$ cat config.mk
export PLATFORM = sky130hd
export DESIGN_NAME = adc_serial_seq
export DESIGN_NICKNAME = d
export VERILOG_FILES = /design/src/rtl/adcsp_pkg.sv /design/src/rtl/adcsp_sync.sv /design/src/rtl/adcsp_ctrl.sv /design/src/rtl/adcsp_data.sv /design/src/rtl/adc_serial_seq.sv
export SDC_FILE = /design/constraint.sdc
export NUM_CORES = 1
export LEC_CHECK = 0
export BUFFER_PORTS_ARGS = -buffer_cell sky130_fd_sc_hd__buf_4
export CORE_MARGIN = 2
export CORE_UTILIZATION = 55
export DETAILED_ROUTE_END_ITERATION = 12
export GPL_TIMING_DRIVEN = 0
export HOLD_SLACK_MARGIN = 0.08
export PLACE_DENSITY = 0.86
export SLEW_MARGIN = 5
export SYNTH_ARGS = -nofsm -noshare
export SYNTH_HDL_FRONTEND = slang
export SYNTH_SLANG_ARGS = --single-unit
$ cat constraint.sdc
create_clock -name clk -period 4.1 [get_ports clk]
set_input_delay 0.41 -clock clk [delete_from_list [all_inputs] [get_ports clk]]
set_output_delay 0.41 -clock clk [all_outputs]
set_load 0.01 [all_outputs]
$ cat src/rtl/adcsp_pkg.sv
package adcsp_pkg;

  // Strobes from the sequencing control to the shift datapath.
  typedef struct packed {
    logic captureBit;  // shift one address bit in
    logic shiftOut;    // advance the output shifter by one bit
    logic startConv;   // latch the channel and issue a request
    logic loadResult;  // take converter result as new frame data
    logic reloadOut;   // rewind output shifter to the stored result
  } seqStrobes_t;

endpackage

$ cat src/rtl/adcsp_sync.sv
module adcsp_sync #(
  parameter int STAGES = 2
) (
  input  logic clk,
  input  logic rstN,
  input  logic asyncIn,
  output logic syncOut
);

  generate
    if (STAGES <= 1) begin : g_single
      logic stage;
      always_ff @(posedge clk or negedge rstN) begin
        if (!rstN) stage <= 1'b0;
        else       stage <= asyncIn;
      end
      assign syncOut = stage;
    end else begin : g_chain
      logic [STAGES-1:0] stage;
      always_ff @(posedge clk or negedge rstN) begin
        if (!rstN) stage <= '0;
        else       stage <= {stage[STAGES-2:0], asyncIn};
      end
      assign syncOut = stage[STAGES-1];
    end
  endgenerate

endmodule

$ cat src/rtl/adcsp_ctrl.sv
module adcsp_ctrl
  import adcsp_pkg::*;
#(
  parameter int ADDR_BITS  = 4,
  parameter int FRAME_BITS = 8
) (
  input  logic        clk,
  input  logic        rstN,
  input  logic        csN,
  input  logic        csRst,
  input  logic        sclkS,
  input  logic        doneS,
  output seqStrobes_t strb,
  output logic        eoc,
  output logic        doutOe,
  output logic        convReq
);

  localparam int CNT_W = $clog2(FRAME_BITS);
  localparam logic [CNT_W-1:0] LAST_CYC = CNT_W'(FRAME_BITS - 1);
  localparam logic [CNT_W-1:0] ADDR_LIM = CNT_W'(ADDR_BITS);

  logic             sclkPrev;
  logic             donePrev;
  logic [CNT_W-1:0] cycCnt;
  logic             pending;

  logic sclkRise, sclkFall, doneRise;
  assign sclkRise = sclkS & ~sclkPrev;
  assign sclkFall = ~sclkS & sclkPrev;
  assign doneRise = doneS & ~donePrev;

  logic frameEnd;
  assign frameEnd = sclkFall && !pending && !csRst && (cycCnt == LAST_CYC);

  always_comb begin
    strb            = '0;
    strb.reloadOut  = csRst;
    strb.captureBit = sclkRise && !pending && !csRst && (cycCnt < ADDR_LIM);
    strb.shiftOut   = sclkFall && !pending && !csRst && (cycCnt != LAST_CYC);
    strb.startConv  = frameEnd;
    strb.loadResult = doneRise && pending && !csRst;
  end

  always_ff @(posedge clk or negedge rstN) begin
    if (!rstN) begin
      sclkPrev <= 1'b0;
      donePrev <= 1'b0;
      cycCnt   <= '0;
      pending  <= 1'b0;
      convReq  <= 1'b0;
    end else begin
      sclkPrev <= sclkS;
      donePrev <= doneS;
      convReq  <= frameEnd;
      if (csRst) begin
        cycCnt  <= '0;
        pending <= 1'b0;
      end else if (pending) begin
        if (doneRise) pending <= 1'b0;
      end else if (sclkFall) begin
        if (cycCnt == LAST_CYC) begin
          cycCnt  <= '0;
          pending <= 1'b1;
        end else begin
          cycCnt <= cycCnt + 1'b1;
        end
      end
    end
  end

  assign eoc    = ~pending;
  assign doutOe = ~csN & ~pending;

endmodule

$ cat src/rtl/adcsp_data.sv
module adcsp_data
  import adcsp_pkg::*;
#(
  parameter int ADDR_BITS  = 4,
  parameter int DATA_BITS  = 8,
  parameter int NUM_INPUTS = 11
) (
  input  logic                 clk,
  input  logic                 rstN,
  input  logic                 dinS,
  input  seqStrobes_t          strb,
  input  logic [DATA_BITS-1:0] convResult,
  output logic                 dout,
  output logic [ADDR_BITS-1:0] convAddr
);

  localparam logic [ADDR_BITS-1:0] TEST_CODE = ADDR_BITS'(NUM_INPUTS);

  logic [ADDR_BITS-1:0] addrShift;
  logic [DATA_BITS-1:0] resultReg;
  logic [DATA_BITS-1:0] outShift;
  logic [ADDR_BITS-1:0] chanSel;

  // Reserved codes above the test channel fall back to the test channel.
  assign chanSel = (addrShift > TEST_CODE) ? TEST_CODE : addrShift;

  always_ff @(posedge clk or negedge rstN) begin
    if (!rstN) begin
      addrShift <= '0;
      convAddr  <= '0;
    end else begin
      if (strb.captureBit) addrShift <= {addrShift[ADDR_BITS-2:0], dinS};
      if (strb.startConv)  convAddr  <= chanSel;
    end
  end

  always_ff @(posedge clk or negedge rstN) begin
    if (!rstN) begin
      resultReg <= '0;
      outShift  <= '0;
    end else if (strb.loadResult) begin
      resultReg <= convResult;
      outShift  <= convResult;
    end else if (strb.reloadOut) begin
      outShift <= resultReg;
    end else if (strb.shiftOut) begin
      outShift <= {outShift[DATA_BITS-2:0], 1'b0};
    end
  end

  assign dout = outShift[DATA_BITS-1];

endmodule

$ cat src/rtl/adc_serial_seq.sv
module adc_serial_seq
  import adcsp_pkg::*;
#(
  parameter int ADDR_BITS   = 4,
  parameter int DATA_BITS   = 8,
  parameter int NUM_INPUTS  = 11,
  parameter int SYNC_STAGES = 2
) (
  input  logic                 clk,
  input  logic                 rstN,
  input  logic                 csN,
  input  logic                 csRst,
  input  logic                 sclk,
  input  logic                 din,
  output logic                 dout,
  output logic                 doutOe,
  output logic                 eoc,
  output logic                 convReq,
  output logic [ADDR_BITS-1:0] convAddr,
  input  logic [DATA_BITS-1:0] convResult,
  input  logic                 convDone
);

  localparam int FRAME_BITS = DATA_BITS;

  logic        sclkS, dinS, doneS;
  seqStrobes_t strb;

  adcsp_sync #(.STAGES(SYNC_STAGES)) uSyncSclk (
    .clk(clk), .rstN(rstN), .asyncIn(sclk), .syncOut(sclkS));
  adcsp_sync #(.STAGES(SYNC_STAGES)) uSyncDin (
    .clk(clk), .rstN(rstN), .asyncIn(din), .syncOut(dinS));
  adcsp_sync #(.STAGES(SYNC_STAGES)) uSyncDone (
    .clk(clk), .rstN(rstN), .asyncIn(convDone), .syncOut(doneS));

  adcsp_ctrl #(.ADDR_BITS(ADDR_BITS), .FRAME_BITS(FRAME_BITS)) uCtrl (
    .clk(clk), .rstN(rstN), .csN(csN), .csRst(csRst),
    .sclkS(sclkS), .doneS(doneS), .strb(strb),
    .eoc(eoc), .doutOe(doutOe), .convReq(convReq));

  adcsp_data #(.ADDR_BITS(ADDR_BITS), .DATA_BITS(DATA_BITS),
               .NUM_INPUTS(NUM_INPUTS)) uData (
    .clk(clk), .rstN(rstN), .dinS(dinS), .strb(strb),
    .convResult(convResult), .dout(dout), .convAddr(convAddr));

endmodule

==> results.json <==
{
  "fin_crit_sh_pct": 41.7,
  "antenna_left": 0,
  "io_pins": 23,
  "startpoint_type": "flip-flop",
  "worstPathRequired_ns": 4.33,
  "worstSetupPathType": "flip-flop to flip-flop",
  "hpwl_um": 1860,
  "cts-hold-fix-buffers": 1,
  "cp-end-kind": "flip-flop",
  "powerDensity_mw_per_mm2": 361,
  "via_per_inst": 5.38,
  "clkPwrFrac_pct": 30.6,
  "p_int_uw": 537,
  "setup.worst_path.end": "uData.outShift[1]",
  "drive_above_1_share_pct": 45.8,
  "r2r_cells": 4,
  "cts_tree": "yes",
  "areaGrowthSynthToFinish_pct": 16.7,
  "ctsResizeCount": 0,
  "max_freq_mhz": 585,
  "synth_cell_types": 25,
  "crit_family": "flip-flops",
  "hold-worst-slack_ns": 0.179,
  "peakVddDrop_v": 0.000232,
  "critPathBufInv": 1,
  "syn_nets": 132,
  "routed_wl_um": 2570,
  "clk_latency_ns": 0.33,
  "clockBufferDepth": 2,
  "maxSlewViolCount": 0,
  "num_rows": 20,
  "vias": 952,
  "portBuffers": 21,
  "wl_per_cell_um": 14.5,
  "seq_area_frac_synth_pct": 55.3,
  "grt-ovfl-total": 0,
  "worstMarginPinSlew_ns": 0.643,
  "power_frac_seq_pct": 58.3,
  "critPathMaxFanout": 8,
  "n_antenna_cell": 0,
  "cts-root-buf": "clkbuf_4",
  "grt_max_degree": 38,
  "relSlewSlack_pct": 57.1,
  "reg2reg_setup_slack_ns": 2.39,
  "fin_nets": 161,
  "rr_endpoint": "uData.outShift[1]",
  "start_util_pct": 56.2,
  "drt-initial-drc-count": 18,
  "setup_viol": 0,
  "cts_buffers": 5,
  "numClockSinks": 37,
  "power_frac_comb_pct": 11.1,
  "drt_first_pass_iters": 4,
  "fin_util_pct": 65.6,
  "p_sw_uw": 168,
  "fin_setup_tns_ns": 0,
  "h-tree-depth": 2,
  "grt_pass1_wl_um": 4530,
  "synth_flop_cell": "dfrtp_1",
  "clk_pin_slew_ns": 0.11,
  "die_area_mm2": 0.00350,
  "crit_start": "uCtrl.pending",
  "post_cts_buffers": 0,
  "drcViolationCount": 0,
  "gp_congestion": 0.772,
  "r2r-start": "uCtrl.pending",
  "grt_usage_pct": 17.6,
  "final_common_cell": "dfrtp_1",
  "layout_common_cells": "dfrtp_1, buf_4, mux2_2, mux2_4, inv_1",
  "cp_cell_sequence": "nor4b_4 > a211o_1 > buf_6 > mux2_4",
  "cp_slowest_cell": "dfrtp_1",
  "async_flop_share_pct": 100,
  "synth.avg_cell_area_um2": 14.7,
  "power.leakage_nw": 1.02,
  "die_x_um": 59.2,
  "hold_viol_final": 0,
  "cp_num_cells": 4,
  "synth_edf_count": 0,
  "cpPeakStageDelay_ns": 0.49,
  "skew_ns": 0.00629,
  "core_mm2": 0.00298,
  "netlist_area_mm2": 0.00167,
  "netlist_instances": 114,
  "maxCapViolCount": 0,
  "rsz0062_at_grt": "false",
  "grt_pass1_vias": 1029,
  "yosys_register_bits": 37,
  "antenna_found_initial": 0,
  "fin_crit_ns": 1.71,
  "crit_arrival_ns": 1.94,
  "synth_warnings": 0,
  "hp-class": "input pin to flip-flop",
  "status": "finished clean",
  "die_y_um": 59.2,
  "sw_frac_of_total_pct": 23.8
}
## per-stage QoR
stage | instances | cell area [um2] | power, mW | setup WS [ns]
floorplan | 114 | 1670 | 0.465 | 2.49
global placement | 168 | 1870 | 0.489 | 2.40
detailed placement | 168 | 1870 | 0.497 | 2.37
CTS | 177 | 1950 | 0.710 | 2.38
global route | 177 | 1950 | 0.736 | 2.28
finish | 177 | 1950 | 0.704 | 2.39
## power groups by stage
stage / combinational (mW) / sequential, mW / clock (mW)
after floorplan: 0.0522 / 0.413 / 0
after CTS: 0.0800 / 0.411 / 0.219
final: 0.0779 / 0.411 / 0.216
after global routing: 0.0877 / 0.416 / 0.232
after global placement: 0.0740 / 0.415 / 0
after detailed placement: 0.0791 / 0.418 / 0
## worst min-delay path by stage
stage	slack, ns	to	startpoint	depth (start not counted)
floorplan	0.11	uCtrl.convReq	rstN	0
global route	0.16	uSyncSclk.g_chain.stage[0]	sclk	1
detailed placement	0.34	uSyncSclk.g_chain.stage[1]	uSyncSclk.g_chain.stage[0]	0
finish	0.18	uSyncDin.g_chain.stage[0]	din	1
CTS	0.17	uSyncDin.g_chain.stage[0]	din	1
global placement	0.33	uSyncSclk.g_chain.stage[1]	uSyncSclk.g_chain.stage[0]	0
## state kept, by name, indices dropped and copies added (netlist names), 2 cells and up
name,cells
uData.addrShift,4
uData.convAddr,4
uSyncDone.g_chain.stage,2
uSyncSclk.g_chain.stage,2
uSyncDin.g_chain.stage,2
uData.outShift,8
uCtrl.cycCnt,3
uData.resultReg,8
## per-layer routing
layer  vias up  track usage (%)  wire length [um]
met3         4             5.24                94
met5         -                0                 0
met2        20             29.0              1240
li1        456                -                 -
met1       472             22.1              1200
met4         0             5.84                32
## Yosys cell counts (all sizes together) (2+ instances only)
master | n | area (um2)
nand2 | 3 | 11.3
mux2i | 3 | 30.0
a31oi | 3 | 18.8
inv | 6 | 22.5
ha | 3 | 37.5
nor2 | 5 | 18.8
nor3 | 2 | 21.3
dfrtp | 37 | 926
buf | 5 | 46.3
a21oi | 4 | 20.0
mux2 | 34 | 435
## final cells by class
cell class                 instances  area (um2)
tap                               33        41.3
fill                             218        1020
clock inverter                     1        5.00
sequential                        37         926
clock buffer                       7        65.1
inverter                           6        22.5
buffer                             5        46.3
multi-input combinational         66         679
timing repair buffer              22         168
## logic make-up after synthesis
| group | count (synthesis) | synth area share, % |
|---|---|---|
| muxes | 37 | 27.8 |
| DFF | 37 | 55.3 |
| and+or+nand+nor | 16 | 6.88 |
| buffers and inverters | 11 | 4.11 |
| AOI/OAI and AO/OA | 10 | 3.66 |
| adders and majority gates | 3 | 2.24 |
(Power assumes the default switching activity.)
